File: config.mk
export PLATFORM = sky130hd
export DESIGN_NAME = dma_burst_splitter
export DESIGN_NICKNAME = d
export VERILOG_FILES = /design/src/rtl/dsb_pkg.sv /design/src/rtl/dsb_lane_mask.sv /design/src/rtl/dsb_burst_calc.sv /design/src/rtl/dsb_flight_ctr.sv /design/src/rtl/dma_burst_splitter.sv
export SDC_FILE = /design/constraint.sdc
export NUM_CORES = 1
export LEC_CHECK = 0
export BUFFER_PORTS_ARGS = -buffer_cell sky130_fd_sc_hd__buf_2
export CORE_AREA = 3 3 119 121
export DETAILED_ROUTE_END_ITERATION = 6
export DIE_AREA = 0 0 122 124
export PLACE_DENSITY = 0.83
export SYNTH_ARGS = -nofsm -noshare
export SYNTH_HDL_FRONTEND = slang
export SYNTH_SLANG_ARGS = --single-unit
File: constraint.sdc
create_clock -name clk -period 6.8 [get_ports clk]
set_input_delay 0 -clock clk [delete_from_list [all_inputs] [get_ports clk]]
set_output_delay 0 -clock clk [all_outputs]
set_load 0.005 [all_outputs]
File: src/rtl/dsb_pkg.sv
package dsb_pkg;
    localparam int BEAT_BYTES  = 8;
    localparam int BLOCK_BYTES = 32;
    localparam int MAX_BEATS   = BLOCK_BYTES / BEAT_BYTES;
    localparam int BE_W        = BLOCK_BYTES;
    localparam int OFF_W       = $clog2(BLOCK_BYTES) + 1;
    localparam int BEATS_W     = $clog2(MAX_BEATS) + 1;
endpackage

File: src/rtl/dsb_lane_mask.sv
module dsb_lane_mask
    import dsb_pkg::*;
(
    input  logic [OFF_W-1:0]      beat_off,
    input  logic [OFF_W-1:0]      lo,
    input  logic [OFF_W-1:0]      hi,
    output logic [BEAT_BYTES-1:0] mask
);
    always_comb begin
        for (int i = 0; i < BEAT_BYTES; i++) begin
            mask[i] = (({1'b0, beat_off} + (OFF_W+1)'(i)) >= {1'b0, lo}) &&
                      (({1'b0, beat_off} + (OFF_W+1)'(i)) <  {1'b0, hi});
        end
    end
endmodule

File: src/rtl/dsb_burst_calc.sv
module dsb_burst_calc
    import dsb_pkg::*;
#(
    parameter int AW = 32,
    localparam int EW = AW + 1
) (
    input  logic [EW-1:0]      cur,
    input  logic [EW-1:0]      stop,
    output logic [AW-1:0]      base,
    output logic [BEATS_W-1:0] beats,
    output logic [BE_W-1:0]    be,
    output logic [EW-1:0]      next_cur,
    output logic               final_burst
);
    logic [EW-1:0]    blk_start;
    logic [EW-1:0]    blk_end;
    logic [EW-1:0]    burst_end;
    logic [OFF_W-1:0] lo;
    logic [OFF_W-1:0] hi;
    logic [OFF_W-1:0] first_off;
    logic [OFF_W-1:0] span;

    always_comb begin
        blk_start   = {cur[EW-1:5], 5'b0};
        blk_end     = blk_start + EW'(BLOCK_BYTES);
        burst_end   = (stop < blk_end) ? stop : blk_end;
        base        = {cur[AW-1:3], 3'b0};
        lo          = {1'b0, cur[4:0]};
        hi          = OFF_W'(burst_end - blk_start);
        first_off   = {1'b0, cur[4:3], 3'b000};
        span        = hi - first_off;
        beats       = BEATS_W'((span + OFF_W'(BEAT_BYTES - 1)) >> 3);
        next_cur    = burst_end;
        final_burst = (burst_end == stop);
    end

    for (genvar k = 0; k < MAX_BEATS; k++) begin : g_lane
        localparam logic [OFF_W-1:0] STEP = OFF_W'(k * BEAT_BYTES);
        dsb_lane_mask u_mask (
            .beat_off (first_off + STEP),
            .lo       (lo),
            .hi       (hi),
            .mask     (be[k*BEAT_BYTES +: BEAT_BYTES])
        );
    end
endmodule

File: src/rtl/dsb_flight_ctr.sv
module dsb_flight_ctr #(
    parameter int MAX_OUT = 2,
    localparam int CW = $clog2(MAX_OUT + 1)
) (
    input  logic clk,
    input  logic rst_n,
    input  logic inc,
    input  logic dec,
    output logic full,
    output logic empty
);
    logic [CW-1:0] cnt_d, cnt_q;

    always_comb begin
        cnt_d = cnt_q;
        if (inc && !dec)      cnt_d = cnt_q + CW'(1);
        else if (dec && !inc) cnt_d = cnt_q - CW'(1);
        full  = (cnt_q == CW'(MAX_OUT));
        empty = (cnt_q == '0);
    end

    always_ff @(posedge clk) begin
        if (!rst_n) cnt_q <= '0;
        else        cnt_q <= cnt_d;
    end
endmodule

File: src/rtl/dma_burst_splitter.sv
module dma_burst_splitter
    import dsb_pkg::*;
#(
    parameter int ADDR_W  = 32,
    parameter int LEN_W   = 16,
    parameter int MAX_OUT = 2
) (
    input  logic               clk,
    input  logic               rst_n,
    input  logic               seg_valid,
    output logic               seg_ready,
    input  logic [ADDR_W-1:0]  seg_addr,
    input  logic [LEN_W-1:0]   seg_len,
    input  logic               seg_write,
    input  logic               seg_last,
    output logic               bus_req_valid,
    input  logic               bus_req_ready,
    output logic [ADDR_W-1:0]  bus_req_addr,
    output logic [BEATS_W-1:0] bus_req_beats,
    output logic [BE_W-1:0]    bus_req_be,
    output logic               bus_req_write,
    input  logic               bus_ack,
    output logic               xfer_done
);
    localparam int EW = ADDR_W + 1;

    typedef struct packed {
        logic          active;
        logic [EW-1:0] cur;
        logic [EW-1:0] stop;
        logic          write;
        logic          last_seg;
        logic          last_pend;
        logic          done;
    } state_t;

    state_t st_d, st_q;

    logic          cap_full, none_out;
    logic          accept, issue;
    logic [EW-1:0] next_cur;
    logic          final_burst;

    dsb_burst_calc #(.AW(ADDR_W)) u_calc (
        .cur         (st_q.cur),
        .stop        (st_q.stop),
        .base        (bus_req_addr),
        .beats       (bus_req_beats),
        .be          (bus_req_be),
        .next_cur    (next_cur),
        .final_burst (final_burst)
    );

    dsb_flight_ctr #(.MAX_OUT(MAX_OUT)) u_flight (
        .clk   (clk),
        .rst_n (rst_n),
        .inc   (issue),
        .dec   (bus_ack),
        .full  (cap_full),
        .empty (none_out)
    );

    always_comb begin
        seg_ready     = !st_q.active && !st_q.last_pend;
        bus_req_valid = st_q.active && !cap_full;
        bus_req_write = st_q.write;
        xfer_done     = st_q.done;
        accept        = seg_valid && seg_ready;
        issue         = bus_req_valid && bus_req_ready;

        st_d      = st_q;
        st_d.done = 1'b0;

        if (accept) begin
            if (seg_len == '0) begin
                st_d.last_pend = seg_last;
            end else begin
                st_d.active   = 1'b1;
                st_d.cur      = {1'b0, seg_addr};
                st_d.stop     = {1'b0, seg_addr} + EW'(seg_len);
                st_d.write    = seg_write;
                st_d.last_seg = seg_last;
            end
        end

        if (issue) begin
            st_d.cur = next_cur;
            if (final_burst) begin
                st_d.active = 1'b0;
                if (st_q.last_seg) st_d.last_pend = 1'b1;
            end
        end

        if (st_q.last_pend && !st_q.active && none_out) begin
            st_d.done      = 1'b1;
            st_d.last_pend = 1'b0;
        end
    end

    always_ff @(posedge clk) begin
        if (!rst_n) st_q <= '0;
        else        st_q <= st_d;
    end
endmodule

==> Yosys cells after proc, flatten, opt, wreduce, memory -nomap -nowiden <==
Cells that the tools add are included.
{ "totals": {"reg_bits": 73, "latch_bits": 0, "mem_bits_rw": 0, "romBits": 0, "input_bits": 55, "output_inout_bits": 71, "wordCells": 180, "n_memories": 0} }
{ "op_classes": {"addsub": 38, "n_mul": 0, "n_div": 0, "order_cmp": 65, "n_eq_ne": 3, "shift": 0, "n_mux": 12, "bitwise": 2, "reduce_logical": 52} }
{ "op_table": {"columns": ["cell", "n"], "rows": [
  ["$ge A7 B5 Y1", 28],
  ["$lt A7 B6 Y1", 21],
  ["$add A6 B3 Y7 const B", 12],
  ["$mux W70", 1],
  ["$mux W69", 1],
  ["$lt A6 B6 Y1", 10],
  ["$add A6 B2 Y7 const B", 6],
  ["$logic_and A1 B1 Y1", 40],
  ["$mux W34", 1],
  ["$add A32 B16 Y33", 1],
  ["$add A33 B6 Y33 const B", 1],
  ["$eq A33 B33 Y1", 1],
  ["$lt A33 B33 Y1", 1],
  ["$mux W33", 1],
  ["$add A5 B3 Y6 const B", 4],
  ["$add A6 B1 Y7 const B", 3],
  ["$ge A6 B5 Y1", 3],
  ["$logic_not A16 Y1", 1],
  ["$add A5 B2 Y6 const B", 2],
  ["$add A5 B5 Y6 const B", 2],
  ["$add A5 B1 Y6 const B", 1],
  ["$add A5 B4 Y6 const B", 1],
  ["$add A6 B3 Y6 const B", 1],
  ["$lt A5 B6 Y1", 1],
  ["other kinds (15)", 28]
]} }

==> Depth between registers and ports, before layout <==
{ "logic_depth": {"depth_word": 8, "mapped_depth": 21, "depth_no_buf": 19} }

==> Cells and area by module <==
A second synthesis with hierarchy kept.
{ "unflattened": {"cells_unflattened": 1939, "hier_area_um2": 15168.3} }
{ "by_module_without_submodules": {"columns": ["mod", "n_inst", "cells_per_inst", "area_each_um2", "seq_area_each_um2"], "rows": [
  ["dma_burst_splitter", 1, 491, 3941.3, 1421.4],
  ["dsb_burst_calc", 1, 373, 2757.6, 0.0],
  ["dsb_lane_mask (u_calc.g_lane[3].u_mask)", 1, 266, 2097.0, 0.0],
  ["dsb_lane_mask (u_calc.g_lane[2].u_mask)", 1, 266, 2088.3, 0.0],
  ["dsb_lane_mask (u_calc.g_lane[1].u_mask)", 1, 266, 2087.0, 0.0],
  ["dsb_lane_mask (u_calc.g_lane[0].u_mask)", 1, 265, 2085.8, 0.0],
  ["dsb_flight_ctr", 1, 12, 111.4, 40.0]
]} }

==> Worst setup path before layout <==
Ideal clock, no wire load.
{ "synth_path": {"path_kind": "register to output", "startpoint": "reg st_q[54] (netlist bit)", "endpoint": "out bus_req_be[10]", "t_arrival_ns": 4.800, "required_time_ns": 6.800, "slack_ns": 2.000, "stages_incl_launch_ff": 20, "path_buffers": 2, "path_cell_list": "dfxtp_1 -> clkbuf_2 -> nand4_1 -> or4_4 -> nor3_1 -> xnor2_1 -> ha_1 -> a21oi_1 -> o21ai_0 -> nor3_1 -> o311ai_0 -> a311oi_1 -> clkbuf_1 -> nand2_1 -> ha_1 -> a21o_1 -> a21oi_1 -> o21ai_0 -> a21oi_1 -> and2_1"} }
{ "synth_between": {"elab_chain_cells": 6} }
{ "synth_lines": {"columns": ["element", "line", "source"], "rows": [
  ["from (decl)", "dma_burst_splitter.sv:37", "state_t st_d, st_q;"],
  ["from (signal assigned)", "dma_burst_splitter.sv:102", "else st_q <= st_d;"],
  ["$add A33 B6 Y33", "dsb_burst_calc.sv:25", "blk_end = blk_start + EW'(BLOCK_BYTES);"],
  ["$lt A33 B33 Y1", "dsb_burst_calc.sv:26", "burst_end = (stop < blk_end) ? stop : blk_end;"],
  ["$mux W33", "dsb_burst_calc.sv:26", null],
  ["$sub A6 B6 Y6", "dsb_burst_calc.sv:29", "hi = OFF_W'(burst_end - blk_start);"],
  ["$lt A7 B6 Y1", "dsb_lane_mask.sv:12", "(({1'b0, beat_off} + (OFF_W+1)'(i)) < {1'b0, hi});"],
  ["$logic_and A1 B1 Y1", "dsb_lane_mask.sv:11", "mask[i] = (({1'b0, beat_off} + (OFF_W+1)'(i)) >= {1'b0, lo}) &&"],
  ["to (decl)", "dma_burst_splitter.sv:20", "output logic [BE_W-1:0] bus_req_be,"]
]} }
No other way between the ends.

==> Final worst setup path <==
{ "layout_path": {"startpoint": "reg st_q[42] (netlist bit)", "endpoint": "out bus_req_be[10]"} }
{ "layout_between": {"elab_chain_cells": 6} }
{ "layout_lines": {"columns": ["element", "line"], "rows": [
  ["$add A33 B6 Y33", "dsb_burst_calc.sv:25"],
  ["$lt A33 B33 Y1", "dsb_burst_calc.sv:26"],
  ["$mux W33", "dsb_burst_calc.sv:26"],
  ["$sub A6 B6 Y6 (*)", "dsb_burst_calc.sv:29"],
  ["$lt A7 B6 Y1 (*)", "dsb_lane_mask.sv:12"],
  ["$logic_and A1 B1 Y1 (*)", "dsb_lane_mask.sv:11"]
]} }
Every way passes the cells marked *; elsewhere a longest branch is shown, timed or not.

==> flow_summary_export.csv <==
group,metric,value,unit
sta,skew,0.00841,ns
global_routing,grt_max_degree,81,
clock_tree,clock_sinks,73,
sta,post-route-min-period,5.99,ns
global_routing,antenna_found_initial,0,
sta,maxSlewViolCount,0,
global_routing,grt_pass1_vias,6650,
min_path,hold_class,"in -> reg",
sta,worst_pin_slew,1.08,ns
clock_tree,h-tree-depth,3,
power_and_ir_drop,p_leak,3.36,nW
sta,rsz0062_at_grt,"false",
clock_tree,cts_root_buffer,"clkbuf_16",
yosys,yosysWarningCount,0,
floorplan,core_area,13200,sq um
clock_tree,numCtsBuffers,9,
power_and_ir_drop,irDropWorstVdd,122,uV
yosys,synth.distinct_cells,75,
routing,viasPerCell,6.16,
routing,wl_per_cell,17.4,um
cells_and_area,fin_nets,1167,
clock_tree,clockBufferDepth,2,
critical_path,start_kind,"flip-flop",
routing,first_iter_violations,612,
routing,wl,21300,um
floorplan,start_util,54.8,%
yosys,ys_seq_area_share,20.2,%
yosys,synthArstFlopShare,0,%
sta,totalNegativeSetupSlack,0,ns
floorplan,rows,42,
power_and_ir_drop,pwr_density_cell,224,nW/um^2
job,drv_cap,0,
critical_path,rrSetupSlack,2.05,ns
sta,fmax,167,MHz
yosys,yosysTopAreaCell,"dfxtp_1",
floorplan,die_x,122,um
routing,route.detailed.drc,0,
global_routing,gr-total-overflow,0,
yosys,ys.flop_type,"dfxtp_1",
clock_tree,insertion_delay,0.35,ns
routing,via_count,7510,
yosys,syn_inst,968,
yosys,synth_edf_count,0,
yosys,synth.area.top_cells,"dfxtp_1 (20%), ha_1 (12%), a21oi_1 (5.7%), o21ai_0 (5.5%), nand2_1 (5.0%)",
cells_and_area,area_delta_synth_final,12.0,%
yosys,synth_top_area_share,20.2,%
floorplan,die_y,124,um
critical_path,crit_slowest_cell,"a311oi_4",
place,portBuffers,122,
critical_path,crit_fanout,14,
clock_tree,cts_tree,"built",
outcome,status,"complete, no violations",
cells_and_area,n_fill_cell,1174,
sta,finalHoldViolCount,0,
yosys,synth_area,7230,sq um
sta,setup_viol,0,
cells_and_area,final_area,8110,sq um
place,placed_cell_area,7700,sq um
critical_path,cp-end-kind,"output port",
place,hpwl,16000,um
critical_path,cp.required,6.80,ns
clock_tree,clkTransAtPathRegs,0.06,ns
yosys,syn_avg_cell_area,7.47,sq um
sta,slew_headroom,27.5,%
cells_and_area,drive_gt1_share,15.7,%
sta,finalCritPeriodShare,88.0,%
floorplan,die_area,15100,sq um
global_routing,grt_pass1_wl,33800,um
critical_path,crit_path_max_incr_delay,0.69,ns
floorplan,io_pins,126,
routing,ant_nets,0,
yosys,ys_ff_latch,73,
clock_tree,cts_setup_buffers,0,
cells_and_area,n_antenna_cell,0,
critical_path,arrival,5.99,ns
yosys,synth_common_cells,"nand2_1 (96), a21oi_1 (82), o21ai_0 (80)",
yosys,yosysMostFrequentCell,"nand2_1",
critical_path,crit_path_frequent_cell,"ha_1",
routing,drtPass1Iterations,6,
place,place_congestion,0.970,
critical_path,worst-setup-path-type,"reg -> out",
global_routing,grtUsageTotal,27.9,%
critical_path,crit_chain,"ha_1 -> nand4_1 -> nor3_2 -> nand4_1 -> xor2_1 -> ha_1 -> nand2_1 -> o21ai_0 -> nor3_1 -> o311ai_0 -> a311oi_4 -> nand2_1 -> ha_1 -> a21o_1 -> a21oi_1 -> o21ai_0 -> a21oi_1 -> and2_1 -> buf_2",
==> cells in the final DEF (no fill, tap or decap), types with 6 or more instances in the layout <==
master / count
buf_2: 122
nand2_1: 96
a21oi_1: 82
o21ai_0: 80
dfxtp_1: 73
ha_1: 70
nor2_1: 64
inv_1: 37
xnor2_1: 36
nand3_1: 34
a22o_1: 25
xor2_1: 23
nand4_1: 21
nor2b_1: 16
nor3_1: 15
and2_1: 15
a21boi_0: 14
dlygate4sd3_1: 13
a21o_1: 12
nor4_1: 12
a211oi_1: 11
o31ai_1: 11
and3_1: 9
clkbuf_16: 9
nand2b_1: 8
a31oi_1: 8
o21bai_1: 7
or3_1: 7
buf_4: 7
a22oi_1: 6
==> power by group <==
group | leakage, nW | internal (mW) | switching (mW) | total [mW]
sequential | 0.601 | 0.469 | 0.0793 | 0.549
clock | 0.135 | 0.256 | 0.190 | 0.445
combinational | 2.62 | 0.363 | 0.462 | 0.825
==> through the flow <==
stage / util (%) / power, mW / cells / hold slack (ns) / setup WS, ns
2_1_floorplan: - / 1.09 / 970 / 0.145 / 2.00
3_3_place_gp: 58.4 / 1.35 / 1191 / 0.253 / 1.52
3_5_place_dp: 58.4 / 1.36 / 1191 / 0.266 / 1.31
4_1_cts: 61.4 / 1.81 / 1220 / 0.00345 / 0.929
5_1_grt: 61.4 / 1.95 / 1220 / 0.0111 / 0.403
6_report: 61.4 / 1.82 / 1220 / 0.00835 / 0.814
==> critical path, delay by kind of cell, from the launching register on <==
family                   cells  cell delay [ns]
AO/OA/AOI/OAI                7             1.89
XOR/XNOR                     1             0.31
adder cells (fa/ha/maj)      3             0.97
buffers and inverters        1             0.10
flip-flops                   1             0.45
AND/OR/NAND/NOR              7             1.93
==> layout make-up <==
class | count | area (sq um) | area share [%]
well taps | 176 | 220 | 2.72
flip-flops and latches | 73 | 1460 | 18.0
multi-input cells | 776 | 5220 | 64.4
clock buffers | 11 | 243 | 2.99
clock inverters | 5 | 31.3 | 0.386
repair buffers | 142 | 793 | 9.79
inverters | 37 | 139 | 1.71
==> layer usage <==
layer  wire, um  vias to the layer above  track usage [%]
met5          0                        -                0
met4        454                        0             8.96
li1           -                     3638                -
met3       1720                       36             5.09
met2       9510                      319             43.5
met1       9590                     3517             39.0
==> state kept, by name, indices dropped and copies added, names as in the netlist <==
name / cells
u_flight.cnt_q: 2
st_q: 69
xfer_done: 1
bus_req_write: 1
==> final timing paths <==
| kind | from | endpoint | cells past startpoint |
|---|---|---|---|
| worst max-delay path | st_q[42]$_SDFFE_PN0P_ | bus_req_be[10] | 19 |
| worst min-delay path | seg_addr[29] | st_q[33]$_SDFFE_PN0P_ | 3 |
| worst max register to register | st_q[42]$_SDFFE_PN0P_ | st_q[44]$_SDFFE_PN0P_ | 15 |
| worst min register to register | bus_req_write$_SDFFE_PN0P_ | bus_req_write$_SDFFE_PN0P_ | 2 |
==> repair_timing <==
item / in CTS / in global routing
hold endpoints to repair: 13 / 0
hold buffers: 13 / 0
gates resized for setup: 0 / 0
==> cell families (layout without fill, tap and decap cells) <==
logic type	Yosys count	after routing	synth area share [%]
AO/OA/AOI/OAI	304	304	27.3
XOR/XNOR	59	59	7.14
adder cells (fa/ha/maj)	73	73	12.9
buffers and inverters	121	195	8.08
flip-flops	73	73	20.2
multiplexers	4	4	0.553
other	1	3	0.0518
AND/OR/NAND/NOR	333	333	23.7
Note: power is estimated with default switching activity, not from simulation.
